## src/rtl/sxf_pkg.sv

```systemverilog
package sxf_pkg;
  localparam int unsigned SXF_AW = 3;
  typedef enum logic [SXF_AW-1:0] {
    SXF_COND = 3'd0,
    SXF_RISE = 3'd1,
    SXF_FALL = 3'd2,
    SXF_ENAB = 3'd3,
    SXF_EVNT = 3'd4
  } sxf_addr_e;
endpackage

```

## src/rtl/sxf_edge_filter.sv

```systemverilog
module sxf_edge_filter #(
  parameter int unsigned W = 16
) (
  input  logic         clk,
  input  logic         rst_n,
  input  logic [W-1:0] cond_i,
  input  logic [W-1:0] rise_i,
  input  logic [W-1:0] fall_i,
  output logic [W-1:0] hit_o
);
  logic [W-1:0] prev_q;

  function automatic logic [W-1:0] qualify(input logic [W-1:0] now,
                                           input logic [W-1:0] was,
                                           input logic [W-1:0] up_m,
                                           input logic [W-1:0] dn_m);
    logic [W-1:0] ups;
    logic [W-1:0] dns;
    ups = now & ~was;
    dns = was & ~now;
    return (ups & up_m) | (dns & dn_m);
  endfunction

  always_ff @(posedge clk or negedge rst_n) begin
    if (!rst_n) prev_q <= '0;
    else        prev_q <= cond_i;
  end

  assign hit_o = qualify(cond_i, prev_q, rise_i, fall_i);
endmodule

```

## src/rtl/sxf_mask_regs.sv

```systemverilog
module sxf_mask_regs #(
  parameter int unsigned W = 16
) (
  input  logic         clk,
  input  logic         rst_n,
  input  logic         preset_i,
  input  logic         wr_rise_i,
  input  logic         wr_fall_i,
  input  logic         wr_enab_i,
  input  logic [W-1:0] wdata_i,
  output logic [W-1:0] rise_o,
  output logic [W-1:0] fall_o,
  output logic [W-1:0] enab_o
);
  always_ff @(posedge clk or negedge rst_n) begin
    if (!rst_n) begin
      rise_o <= '1;
      fall_o <= '0;
      enab_o <= '0;
    end else if (preset_i) begin
      rise_o <= '1;
      fall_o <= '0;
      enab_o <= '0;
    end else begin
      if (wr_rise_i) rise_o <= wdata_i;
      if (wr_fall_i) fall_o <= wdata_i;
      if (wr_enab_i) enab_o <= wdata_i;
    end
  end
endmodule

```

## src/rtl/sxf_event_latch.sv

```systemverilog
module sxf_event_latch #(
  parameter int unsigned W = 16
) (
  input  logic         clk,
  input  logic         rst_n,
  input  logic [W-1:0] hit_i,
  input  logic         clr_i,
  output logic [W-1:0] event_o
);
  function automatic logic [W-1:0] next_events(input logic [W-1:0] cur,
                                               input logic [W-1:0] hits,
                                               input logic         wipe);
    logic [W-1:0] kept;
    kept = wipe ? '0 : cur;
    return kept | hits;
  endfunction

  always_ff @(posedge clk or negedge rst_n) begin
    if (!rst_n) event_o <= '0;
    else        event_o <= next_events(event_o, hit_i, clr_i);
  end
endmodule

```

## src/rtl/stat_xfilt_group.sv

```systemverilog
module stat_xfilt_group
  import sxf_pkg::*;
#(
  parameter int unsigned W = 16
) (
  input  logic              clk,
  input  logic              rst_n,
  input  logic [W-1:0]      cond_i,
  input  logic              preset_i,
  input  logic              clr_status_i,
  input  logic              wr_en_i,
  input  logic              rd_en_i,
  input  logic [SXF_AW-1:0] addr_i,
  input  logic [W-1:0]      wdata_i,
  output logic [W-1:0]      rdata_o,
  output logic              summary_o
);
  sxf_addr_e    sel;
  logic [W-1:0] edge_hit;
  logic [W-1:0] rise_q;
  logic [W-1:0] fall_q;
  logic [W-1:0] enab_q;
  logic [W-1:0] event_q;
  logic         evt_read;
  logic         evt_clr;
  logic         wr_rise;
  logic         wr_fall;
  logic         wr_enab;

  assign sel      = sxf_addr_e'(addr_i);
  assign wr_rise  = wr_en_i && (sel == SXF_RISE);
  assign wr_fall  = wr_en_i && (sel == SXF_FALL);
  assign wr_enab  = wr_en_i && (sel == SXF_ENAB);
  assign evt_read = rd_en_i && (sel == SXF_EVNT);
  assign evt_clr  = evt_read || clr_status_i;

  sxf_edge_filter #(.W(W)) u_filt (
    .clk    (clk),
    .rst_n  (rst_n),
    .cond_i (cond_i),
    .rise_i (rise_q),
    .fall_i (fall_q),
    .hit_o  (edge_hit)
  );

  sxf_mask_regs #(.W(W)) u_masks (
    .clk       (clk),
    .rst_n     (rst_n),
    .preset_i  (preset_i),
    .wr_rise_i (wr_rise),
    .wr_fall_i (wr_fall),
    .wr_enab_i (wr_enab),
    .wdata_i   (wdata_i),
    .rise_o    (rise_q),
    .fall_o    (fall_q),
    .enab_o    (enab_q)
  );

  sxf_event_latch #(.W(W)) u_events (
    .clk     (clk),
    .rst_n   (rst_n),
    .hit_i   (edge_hit),
    .clr_i   (evt_clr),
    .event_o (event_q)
  );

  always_comb begin
    unique case (sel)
      SXF_COND: rdata_o = cond_i;
      SXF_RISE: rdata_o = rise_q;
      SXF_FALL: rdata_o = fall_q;
      SXF_ENAB: rdata_o = enab_q;
      SXF_EVNT: rdata_o = event_q;
      default:  rdata_o = '0;
    endcase
  end

  assign summary_o = |(event_q & enab_q);
endmodule

```

## config.mk

```make
export PLATFORM = sky130hd
export DESIGN_NAME = stat_xfilt_group
export DESIGN_NICKNAME = d
export VERILOG_FILES = /design/src/rtl/sxf_pkg.sv /design/src/rtl/sxf_edge_filter.sv /design/src/rtl/sxf_mask_regs.sv /design/src/rtl/sxf_event_latch.sv /design/src/rtl/stat_xfilt_group.sv
export SDC_FILE = /design/constraint.sdc
export NUM_CORES = 1
export LEC_CHECK = 0
export BUFFER_PORTS_ARGS = -buffer_cell sky130_fd_sc_hd__buf_2
export CAP_MARGIN = 20
export CELL_PAD_IN_SITES_DETAIL_PLACEMENT = 1
export CELL_PAD_IN_SITES_GLOBAL_PLACEMENT = 1
export CORE_AREA = 2 2 118 120
export CTS_BUF_LIST = sky130_fd_sc_hd__clkbuf_4
export DETAILED_ROUTE_END_ITERATION = 7
export DIE_AREA = 0 0 120 122
export PLACE_DENSITY = 0.6
export SLEW_MARGIN = 20
export SYNTH_ARGS = -nofsm -noshare
export SYNTH_HDL_FRONTEND = slang
export SYNTH_SLANG_ARGS = --single-unit
```

## constraint.sdc

```tcl
create_clock -name clk -period 1.4 [get_ports clk]
set_clock_uncertainty 0.15 [all_clocks]
set_input_delay 0.14 -clock clk [delete_from_list [all_inputs] [get_ports clk]]
set_output_delay 0.14 -clock clk [all_outputs]
set_load 0.02 [all_outputs]
```

After elaboration in Yosys (flattened, before gate mapping). Cells that the tools add are included. Widths: inputs -> output; s select.

Flip-flop bits (word level): 80. Output and inout port bits: 17. Word-level logic and storage cells: 36.

Equal/unequal tests: 4. Mux-type cells: 8. Bitwise operators: 9. Reduce and logical (&&, ||, !) cells: 10.

Operators by type and width (number): $mux 16 (7); $and 16x16->16 (5); $pmux 16 s5 (1); $not 16->16 (2); $or 16x16->16 (2); $reduce_or 16->1 (1); $eq 3x2->1 const B (2); $reduce_bool 2->1 (3); $logic_and 1x1->1 (4); $eq 3x1->1 const B (1); $eq 3x3->1 const B (1); $logic_not 3->1 (1); $logic_or 1x1->1 (1).

Logic depth before layout (Yosys ltp). Gate-level depths: netlist (run 1).

Word-level depth: 5. Mapped depth: 6. Depth with buffers taken out: 3.

Cells and area by module. Synthesis (run 1) repeated with hierarchy kept, for this count alone.

Cell total of the unflattened synthesis: 349. Area, all modules: 4068.9 µm².

By module, submodules not included: sxf_mask_regs (instances 1, cells each 156, area each 1993.2 µm²); stat_xfilt_group (instances 1, cells each 95, area each 812.0 µm²); sxf_edge_filter (instances 1, cells each 64, area each 720.7 µm²); sxf_event_latch (instances 1, cells each 34, area each 543.0 µm²).

Worst setup path after synthesis (run 1). OpenSTA, ideal clock, no wires.

Path type: input to output. Start: in addr_i[1]. End: out rdata_o[6]. Data arrival time: 1.131 ns. Slack: -0.021 ns. Cell stages on the path: 5. Path buffers: 2. Cells stage by stage: buf_2 nor3b_2 buf_2 a22oi_1 o21ai_1.

Word-level cells in the longest chain between the ends: 2. Elaborated cells between the ends (all ways): 6. Classes of those cells: eq/ne: 4; mux: 1; reduce/logical: 1.

Ends and longest elaborated chain: start, declared (RTL line stat_xfilt_group.sv:13) `input logic [SXF_AW-1:0] addr_i,`; $eq 3x3->1 (tied with other cells) (RTL line stat_xfilt_group.sv:68) `unique case (sel)`; $pmux 16 s5 * (RTL line stat_xfilt_group.sv:68); end, declared (RTL line stat_xfilt_group.sv:15) `output logic [W-1:0] rdata_o,`.

Mark *: on every way between the ends. The rest lies on a longest branch, timed or not.

Worst setup path after layout (run 1).
Start: reg u_events.event_o[0]. End: out summary_o.

Word-level cells in the longest chain between the ends: 2.

Ends and longest elaborated chain: start, declared (RTL line sxf_event_latch.sv:8) `output logic [W-1:0] event_o`; start signal, assigned (RTL line sxf_event_latch.sv:20) `else event_o <= next_events(event_o, hit_i, clr_i);`; $and 16x16->16 (RTL line stat_xfilt_group.sv:78) `assign summary_o = |(event_q & enab_q);`; $reduce_or 16->1 (RTL line stat_xfilt_group.sv:78); end, declared (RTL line stat_xfilt_group.sv:16) `output logic summary_o`.

No other way between the ends.

==> impl_metrics.env, run 1 <==
export IMPL_max_stage_delay_ns=0.44
export IMPL_die_w_um=120
export IMPL_core_area_mm2=0.0135
export IMPL_antenna_found_initial=0
export IMPL_outcome="finished with violations"
export IMPL_power_density_mw_per_mm2=951
export IMPL_cp_slowest_cell="dfrtp_1"
export IMPL_synth_net_count=425
export IMPL_timing_final_setup_violations=17
export IMPL_layout_cells_non_filler=691
export IMPL_finalCritPeriodShare=1.43
export IMPL_die_area_mm2=0.0146
export IMPL_finalNetCount=547
export IMPL_synth_area_leader_cell="dfrtp_1"
export IMPL_pwr_share_comb=0.186
export IMPL_cp_end_kind="output pin"
export IMPL_drc=0
export IMPL_crit_arrival_ns=1.72
export IMPL_num_vias=3415
export IMPL_tightest_slew_ns=0.500
export IMPL_grt_use_total=0.184
export IMPL_ioPinCount=58
export IMPL_clkTransAtPathRegs_ns=0.14
export IMPL_peakVddDrop_mv=0.534
export IMPL_synthFlopType="dfrtp_1"
export IMPL_fillers=1513
export IMPL_vias_per_cell=4.94
export IMPL_avgSynthCellArea_um2=10.3
export IMPL_synth_top_area_share=0.404
export IMPL_grt_pass1_vias=3819
export IMPL_violations="negative setup slack"
export IMPL_leakagePower_nw=2.43
export IMPL_insertion_delay_ns=0.47
export IMPL_cts_max_level=3
export IMPL_hp_class="in -> async"
export IMPL_gp_congestion=0.794
export IMPL_path_class="reg -> out"
export IMPL_fmax_mhz=498
export IMPL_p_clk_frac=0.333
export IMPL_grt_max_degree=81
export IMPL_fp_row_count=43
export IMPL_tns_ns=-8.72
export IMPL_max_cap_violations=0
export IMPL_placed_cells=632
export IMPL_slew_viol_final=0
export IMPL_die_h_um=122
export IMPL_p_sw_mw=1.42
export IMPL_place_ws_ns=-0.197
export IMPL_wl_per_cell_um=18.2
export IMPL_cp_required_ns=1.11
export IMPL_grt_first_pass_wirelength_mm=20.5
export IMPL_synth_top_cells_by_area="dfrtp_1 40%, dfstp_2 11%, nand2_1 7.6%, mux2_2 4.3%, a21oi_1 4.2%"
export IMPL_synth_area_mm2=0.00397
export IMPL_antennaDiodeCount=0
export IMPL_drt_first_iter_violations=127
export IMPL_cts_buffers_inserted=9
export IMPL_syn2layout_area_growth_pct=38.9
export IMPL_worst_slack_ns=-0.608
export IMPL_utilization=0.408
export IMPL_root_buffer="clkbuf_4"
export IMPL_intPower_mw=3.82
export IMPL_start_util=0.294
export IMPL_routed_wl_mm=12.5
export IMPL_async_flop_share=1.00
export IMPL_ant_nets=0
export IMPL_rsz0062_at_grt="true"
export IMPL_syn_inst=384
export IMPL_cts_tree="done"
export IMPL_pwr_share_seq=0.480
export IMPL_cp_cell_sequence="a22o_1 > a221oi_2 > nand4_1 > buf_2"
export IMPL_synth_edff_count=0
export IMPL_synth_cell_types=34
export IMPL_yosysSeqAreaShare=0.510
export IMPL_period_minus_slack_ns=2.01
export IMPL_cp_max_fo=3
export IMPL_drive_above_1_share=0.321
export IMPL_synth_warnings=0
export IMPL_clock_sinks=80
export IMPL_cp_start_kind="flip-flop"
export IMPL_hold_viol_final=0
export IMPL_switching_share=0.271
export IMPL_synth_ff_latch_count=80
export IMPL_drt_pass1_iter_count=4
export IMPL_slew_headroom=0.667
export IMPL_cts_path_max_buffers=2
export IMPL_dp_hpwl_mm=8.30
export IMPL_grt_overflow_total=0
export IMPL_port_buffers=57
## power by group through the flow
stage | Sequential (mW) | Clock (mW) | Combinational [mW]
after floorplan | 2.53 | 0 | 0.428
after global placement | 2.56 | 0 | 0.767
after detailed placement | 2.57 | 0 | 0.785
after CTS | 2.52 | 1.82 | 0.970
after global routing | 2.53 | 1.89 | 1.06
final | 2.52 | 1.75 | 0.975
## Yosys cell counts, types with 4 or more instances
cell type,number
nor2b_1,16
dfrtp_1,64
nand2_1,80
buf_4,4
mux2i_1,16
o221ai_1,16
a211o_1,16
clkbuf_1,6
a22o_1,4
clkbuf_2,4
mux2_2,15
a21oi_1,33
nor2_1,15
buf_2,7
buf_6,6
nand3b_1,18
a221oi_1,4
a221o_1,14
inv_1,16
dfstp_2,16
## metrics by stage
stage | instance area [um^2] | total power, mW | hold WS (ns)
after floorplan | 3970 | 2.95 | -0.306
after global placement | 4730 | 3.33 | 0.0619
after detailed placement | 4730 | 3.35 | 0.0590
after CTS | 5460 | 5.31 | 0.0490
after global routing | 5510 | 5.48 | 0.0790
final | 5510 | 5.24 | 0.0535
## what timing repair did
| item | 4_1_cts | 5_1_grt |
|---|---|---|
| buffers inserted | 9 | 0 |
| hold buffers | 34 | 0 |
| endpoints found under the hold margin | 160 | 0 |
| setup endpoints to repair | 17 | 17 |
| resized for setup | 42 | 12 |
| pin swaps | 13 | 7 |
## cells in the final DEF (no fill, tap or decap), types with 18 or more instances in the layout
cell	instances
a21oi_1	33
buf_2	41
buf_4	30
buf_6	22
dfrtp_1	63
dlygate4sd3_1	34
nand2_1	80
nand3b_1	18
## critical path, delay by kind of cell, from the launching register on
| kind | cells | cell delay (ns) |
|---|---|---|
| DFF | 1 | 0.44 |
| AOI/OAI and AO/OA | 2 | 0.44 |
| and+or+nand+nor | 1 | 0.17 |
| buffers and inverters | 1 | 0.20 |
## layer usage
metal / part of all wire / vias to the layer above / GRT usage
met4: 0.014 / 0 / 0.0507
li1: - / 1622 / -
met3: 0.026 / 16 / 0.0375
met2: 0.52 / 47 / 0.335
met5: 0 / - / 0
met1: 0.44 / 1730 / 0.221
## cell type report
type | count | area, um^2 | share of cell area
Sequential cell | 80 | 2020 | 0.367
Inverter | 16 | 60.1 | 0.0109
Clock inverter | 7 | 110 | 0.0200
Multi-Input combinational cell | 261 | 1790 | 0.324
Clock buffer | 9 | 67.6 | 0.0123
Tap cell | 180 | 225 | 0.0409
Timing Repair Buffer | 138 | 1240 | 0.225
## sequential cells by signal, summed over array words and instances (netlist names)
signal / flops
u_masks.fall_o: 16
u_filt.prev_q: 16
u_masks.rise_o: 16
u_masks.enab_o: 16
u_events.event_o: 16
## worst paths after layout
| kind | startpoint | to | slack, ns | cells past startpoint |
|---|---|---|---|---|
| max | u_events.event_o[0] | summary_o | -0.61 | 4 |
| max reg2reg | u_masks.rise_o[15] | u_events.event_o[15] | 0.34 | 2 |
| min reg2reg | u_filt.prev_q[2] | u_events.event_o[2] | 0.35 | 1 |
| min in group clk | wr_en_i | u_masks.enab_o[3] | 0.20 | 6 |
| min | rst_n | u_filt.prev_q[15] | 0.05 | 3 |
| max in group asynchronous | rst_n | u_masks.rise_o[11] | 0.60 | 3 |
## kinds of logic after synthesis
family,after synthesis,synth area share
buffers and inverters,43,0.0593
multiplexers,31,0.0830
flip-flops,80,0.510
AO/OA/AOI/OAI,90,0.171
AND/OR/NAND/NOR,140,0.177
No activity file was read; power rests on OpenSTA's default activity.
==> run 2, diff against run 1 <==
Settings changed: CTS_BUF_LIST sky130_fd_sc_hd__clkbuf_4 to sky130_fd_sc_hd__clkbuf_2 sky130_fd_sc_hd__clkbuf_4 sky130_fd_sc_hd__clkbuf_8.
==> run 2 against run 1 <==
  * Flip-flop and latch count unchanged
  * Global-route usage is 0.090 points higher
  * Die area did not move
  * Power rose by 8.4%
  * Clock power is 25% higher
  * Routed wire length increased by 1.2%
  * Largest power group unchanged
  * The flow still finishes with violations (negative setup slack)
  * Critical endpoint unchanged
  * Sequential power about the same
  * Final cell count is 0.29% lower
  * Final area is 1.2% higher
  * Maximum frequency rose by 5.3%
==> impl_metrics.env, run 2 (synthesis results as in run 1) <==
export IMPL_syn2layout_area_growth_pct=40.6
export IMPL_drc=0
export IMPL_fp_row_count=43
export IMPL_die_area_mm2=0.0146
export IMPL_placed_cells=632
export IMPL_rsz0062_at_grt="true"
export IMPL_p_clk_frac=0.385
export IMPL_period_minus_slack_ns=1.91
export IMPL_cp_cell_sequence="a22o_1 > a221oi_2 > nand4_1 > buf_6"
export IMPL_leakagePower_nw=2.45
export IMPL_crit_arrival_ns=1.62
export IMPL_intPower_mw=4.21
export IMPL_cts_buffers_inserted=9
export IMPL_cts_max_level=3
export IMPL_grt_overflow_total=0
export IMPL_tightest_slew_ns=0.500
export IMPL_cts_tree="done"
export IMPL_clock_sinks=80
export IMPL_utilization=0.413
export IMPL_fmax_mhz=524
export IMPL_cp_start_kind="flip-flop"
export IMPL_cp_end_kind="output pin"
export IMPL_final_cell_mix="80 x nand2_1, 63 x dfrtp_1, 40 x buf_2"
export IMPL_drive_above_1_share=0.322
export IMPL_clkTransAtPathRegs_ns=0.09
export IMPL_slew_headroom=0.666
export IMPL_antenna_found_initial=0
export IMPL_timing_final_setup_violations=17
export IMPL_cts_path_max_buffers=2
export IMPL_peakVddDrop_mv=0.539
export IMPL_gp_congestion=0.794
export IMPL_power_density_mw_per_mm2=1020
export IMPL_post_dp_cell_area_mm2=0.00473
export IMPL_wl_per_cell_um=18.4
export IMPL_hold_ws_ns=0.0735
export IMPL_worst_slack_ns=-0.508
export IMPL_cp_max_fo=3
export IMPL_cpLargestDelayFamily="compound AO/OA/AOI/OAI gates"
export IMPL_finalCritPeriodShare=1.36
export IMPL_tns_ns=-7.01
export IMPL_grt_use_total=0.185
export IMPL_ioPinCount=58
export IMPL_grt_first_pass_wirelength_mm=20.6
export IMPL_final_area_mm2=0.00558
export IMPL_drt_pass1_iter_count=4
export IMPL_pwr_share_comb=0.172
export IMPL_insertion_delay_ns=0.38
export IMPL_drt_first_iter_violations=130
export IMPL_finalNetCount=545
export IMPL_slew_viol_final=0
export IMPL_max_cap_violations=0
export IMPL_cp_slowest_cell="dfrtp_1"
export IMPL_crit_buf_inv=1
export IMPL_die_h_um=122
export IMPL_pwr_share_seq=0.443
export IMPL_layout_commonest_cell="nand2_1"
export IMPL_outcome="finished with violations"
export IMPL_num_vias=3440
export IMPL_violations="negative setup slack"
export IMPL_place_ws_ns=-0.197
export IMPL_start_util=0.294
export IMPL_p_sw_mw=1.47
export IMPL_grt_pass1_vias=3799
export IMPL_max_stage_delay_ns=0.43
export IMPL_hold_viol_final=0
export IMPL_vias_per_cell=4.99
export IMPL_power_mw=5.68
export IMPL_routed_wl_mm=12.7
export IMPL_grt_max_degree=81
export IMPL_core_area_mm2=0.0135
export IMPL_dp_hpwl_mm=8.30
export IMPL_cp_required_ns=1.11
export IMPL_ant_nets=0
export IMPL_die_w_um=120
export IMPL_layout_cells_non_filler=689
export IMPL_hp_class="in -> reg"
export IMPL_root_buffer="clkbuf_8"
export IMPL_port_buffers=57
export IMPL_path_class="reg -> out"
export IMPL_antennaDiodeCount=0
export IMPL_switching_share=0.258
-- run 2: cell types whose count changed in the layout (fill, tap and decap cells not counted), moves of 2 or more --
cell,change
clkbuf_8,+11
buf_4,-2
clkbuf_4,-9
buf_6,+2
clkinv_1,-2
-- run 2: routing by layer --
metal / routed length (um) / part of all wire / track usage / vias up
met4: 120 / 0.0094 / 0.0375 / 0
met2: 6690 / 0.53 / 0.339 / 66
met3: 421 / 0.033 / 0.0445 / 7
li1: - / - / - / 1613
met5: 0 / 0 / 0 / -
met1: 5480 / 0.43 / 0.221 / 1754
-- run 2: power by group through the flow --
stage	clock [mW]	sequential, mW	combinational [mW]
floorplan	0	2.53	0.428
global placement	0	2.56	0.767
detailed placement	0	2.57	0.785
CTS	2.26	2.52	0.969
global route	2.34	2.53	1.06
finish	2.19	2.52	0.979
-- run 2: cell type report --
class | instances | area [um^2]
Clock buffer | 11 | 151
Clock inverter | 5 | 103
Fill cell | 1506 | 7930
Inverter | 16 | 60.1
Multi-Input combinational cell | 261 | 1780
Sequential cell | 80 | 2020
Tap cell | 180 | 225
Timing Repair Buffer | 136 | 1230
-- run 2: what timing repair did --
action / CTS / global route
hold buffers: 33 / 0
hold endpoints to repair: 160 / 0
setup endpoints to repair: 17 / 17
resized for setup: 42 / 14
pin swaps: 12 / 6
buffers inserted: 8 / 0
-- run 2: final timing paths --
check                               startpoint                   end  slack (ns)  cells past startpoint
min in group asynchronous                rst_n      u_filt.prev_q[0]        0.15                      3
hold reg to reg              u_filt.prev_q[13]  u_events.event_o[13]        0.34                      1
setup / recovery           u_events.event_o[0]             summary_o       -0.51                      4
max in group asynchronous                rst_n  u_events.event_o[13]        0.50                      3
setup reg to reg             u_masks.rise_o[0]   u_events.event_o[0]        0.36                      2
hold / removal                        preset_i     u_masks.fall_o[2]        0.07                      3
-- run 2: worst reg2reg max path, stage by stage (launching register included) --
cell and delay (ns):
dfstp_2 0.56, nand2_1 0.05, o221ai_1 0.18
==> run 3, diff against run 2 <==
--- a/config.mk
+++ b/config.mk
@@ -20 +20,2 @@
 export SYNTH_SLANG_ARGS = --single-unit
+export TNS_END_PERCENT = 20
--- a/constraint.sdc
+++ b/constraint.sdc
@@ -4,2 +4,2 @@
 set_output_delay 0.14 -clock clk [all_outputs]
-set_load 0.02 [all_outputs]
+set_load 0.005 [all_outputs]
==> run 3 against run 2 <==
  * The flow still finishes with violations (negative setup slack)
  * Sequential power about the same
  * Sequential share of layout area up 0.96 points
  * Register-to-register slack worse by 0.04 ns
  * Final cell count is the same
  * Critical path depth unchanged
  * Clock power hardly changed
  * Clock-buffer cell count is 2 higher
  * Die area is the same
  * Critical endpoint unchanged
==> impl_metrics.env, run 3 (synthesis results as in run 1) <==
export IMPL_outcome="finished with violations"
export IMPL_violations="negative setup slack"
export IMPL_antenna_found_initial=0
export IMPL_grt_first_pass_wirelength_mm=20.4
export IMPL_antennaDiodeCount=0
export IMPL_fp_row_count=43
export IMPL_port_buffers=57
export IMPL_r2r_start="u_events.event_o[9]"
export IMPL_hold_viol_final=0
export IMPL_insertion_delay_ns=0.37
export IMPL_finalNetCount=545
export IMPL_period_minus_slack_ns=1.87
export IMPL_cp_start_kind="flip-flop"
export IMPL_crit_arrival_ns=1.58
export IMPL_final_cell_mix="80 x nand2_1, 64 x dfrtp_1, 56 x buf_2"
export IMPL_cts_path_max_buffers=2
export IMPL_grt_pass1_vias=3601
export IMPL_finalCritPeriodShare=1.34
export IMPL_cts_max_level=3
export IMPL_layout_commonest_cell="nand2_1"
export IMPL_hp_class="in -> reg"
export IMPL_slew_viol_final=0
export IMPL_r2r_end="u_events.event_o[9]"
export IMPL_cts_buffers_inserted=9
export IMPL_worst_slack_ns=-0.469
export IMPL_grt_overflow_total=0
export IMPL_gp_congestion=0.759
export IMPL_wl_per_cell_um=18.6
export IMPL_grt_use_total=0.186
export IMPL_rrSetupSlack_ns=0.32
export IMPL_drt_first_iter_violations=199
export IMPL_utilization=0.402
export IMPL_peakVddDrop_mv=0.387
export IMPL_num_vias=3392
export IMPL_fmax_mhz=535
export IMPL_rr_worst_depth=4
export IMPL_vias_per_cell=4.92
export IMPL_cp_startpoint="u_events.event_o[0]"
export IMPL_tightest_slew_ns=0.513
export IMPL_ioPinCount=58
export IMPL_hold_ws_ns=0.0763
export IMPL_cts_tree="done"
export IMPL_syn2layout_area_growth_pct=36.9
export IMPL_worstHoldStart="preset_i"
export IMPL_core_area_mm2=0.0135
export IMPL_power_mw=5.54
export IMPL_final_area_mm2=0.00543
export IMPL_grt_max_degree=81
export IMPL_root_buffer="clkbuf_8"
export IMPL_die_h_um=122
export IMPL_hold_path_depth=3
export IMPL_clkTransAtPathRegs_ns=0.08
export IMPL_post_dp_cell_area_mm2=0.00478
export IMPL_clock_sinks=80
export IMPL_die_w_um=120
export IMPL_slew_headroom=0.658
export IMPL_path_class="reg -> out"
export IMPL_drc=0
export IMPL_tns_ns=-6.69
export IMPL_power_density_mw_per_mm2=1020
export IMPL_hold_end="u_masks.enab_o[4]"
export IMPL_timing_final_setup_violations=17
export IMPL_cp_max_fo=3
export IMPL_rsz0062_at_grt="true"
export IMPL_start_util=0.294
export IMPL_routed_wl_mm=12.8
export IMPL_drive_above_1_share=0.312
export IMPL_cp_end_kind="output pin"
export IMPL_drt_pass1_iter_count=4
export IMPL_max_cap_violations=0
export IMPL_die_area_mm2=0.0146
export IMPL_dp_hpwl_mm=8.47
export IMPL_cp_required_ns=1.11
export IMPL_ant_nets=0
export IMPL_leakagePower_nw=2.41
==> run 3: cell types whose count changed in the layout (fill, tap and decap cells not counted), moves of 3 or more <==
cell / delta
buf_2: +16
mux2_4: -5
clkbuf_4: +3
mux2_2: +5
buf_6: -22
buf_4: +4
==> run 3: where the power goes <==
group / total [mW] / internal, mW / switching [mW]
logic: 0.843 / 0.436 / 0.407
clock network: 2.18 / 1.30 / 0.882
registers: 2.52 / 2.43 / 0.0911
total: 5.54 / 4.16 / 1.38
==> run 3: timing repair <==
action	CTS	global route
gates resized for setup	5	5
buffers inserted	2	0
hold buffers	34	0
endpoints found under the hold margin	160	0
endpoints found under the setup margin	17	17
pin swaps	4	5
==> run 3: how the worst max path moves through the flow <==
stage / to / slack (ns) / cells past startpoint
final: summary_o / -0.47 / 4
after floorplan: rdata_o[0] / 0.06 / 5
after detailed placement: rdata_o[12] / -0.18 / 5
after CTS: rdata_o[9] / -0.50 / 4
after global placement: summary_o / -0.20 / 4
after global routing: summary_o / -0.55 / 4
==> run 3: worst max-delay path: stages (launching register included) <==
cell and delay [ns]:
dfrtp_1 0.44, a22o_1 0.25, a221oi_2 0.20, nand4_1 0.16, buf_2 0.17
==> run 3: cell type report <==
class | count | area (um^2)
timing repair buffer | 136 | 1120
tap | 180 | 225
multi-input combinational | 261 | 1750
clock buffer | 13 | 160
clock inverter | 3 | 90.1
sequential | 80 | 2020
fill | 1522 | 8080
inverter | 16 | 60.1
==> run 3: through the flow <==
stage                     instances  setup WS (ns)
after floorplan                 384         0.0605
after CTS                       689         -0.497
final                           689         -0.469
after global routing            689         -0.545
after detailed placement        637         -0.180
after global placement          637         -0.203
==> run 3: per-layer routing <==
layer / vias up / GRT usage / wire, um
li1: 1614 / - / -
met1: 1706 / 0.223 / 5580
met2: 57 / 0.334 / 6620
met3: 15 / 0.0459 / 455
met4: 0 / 0.0456 / 170
met5: - / 0 / 0
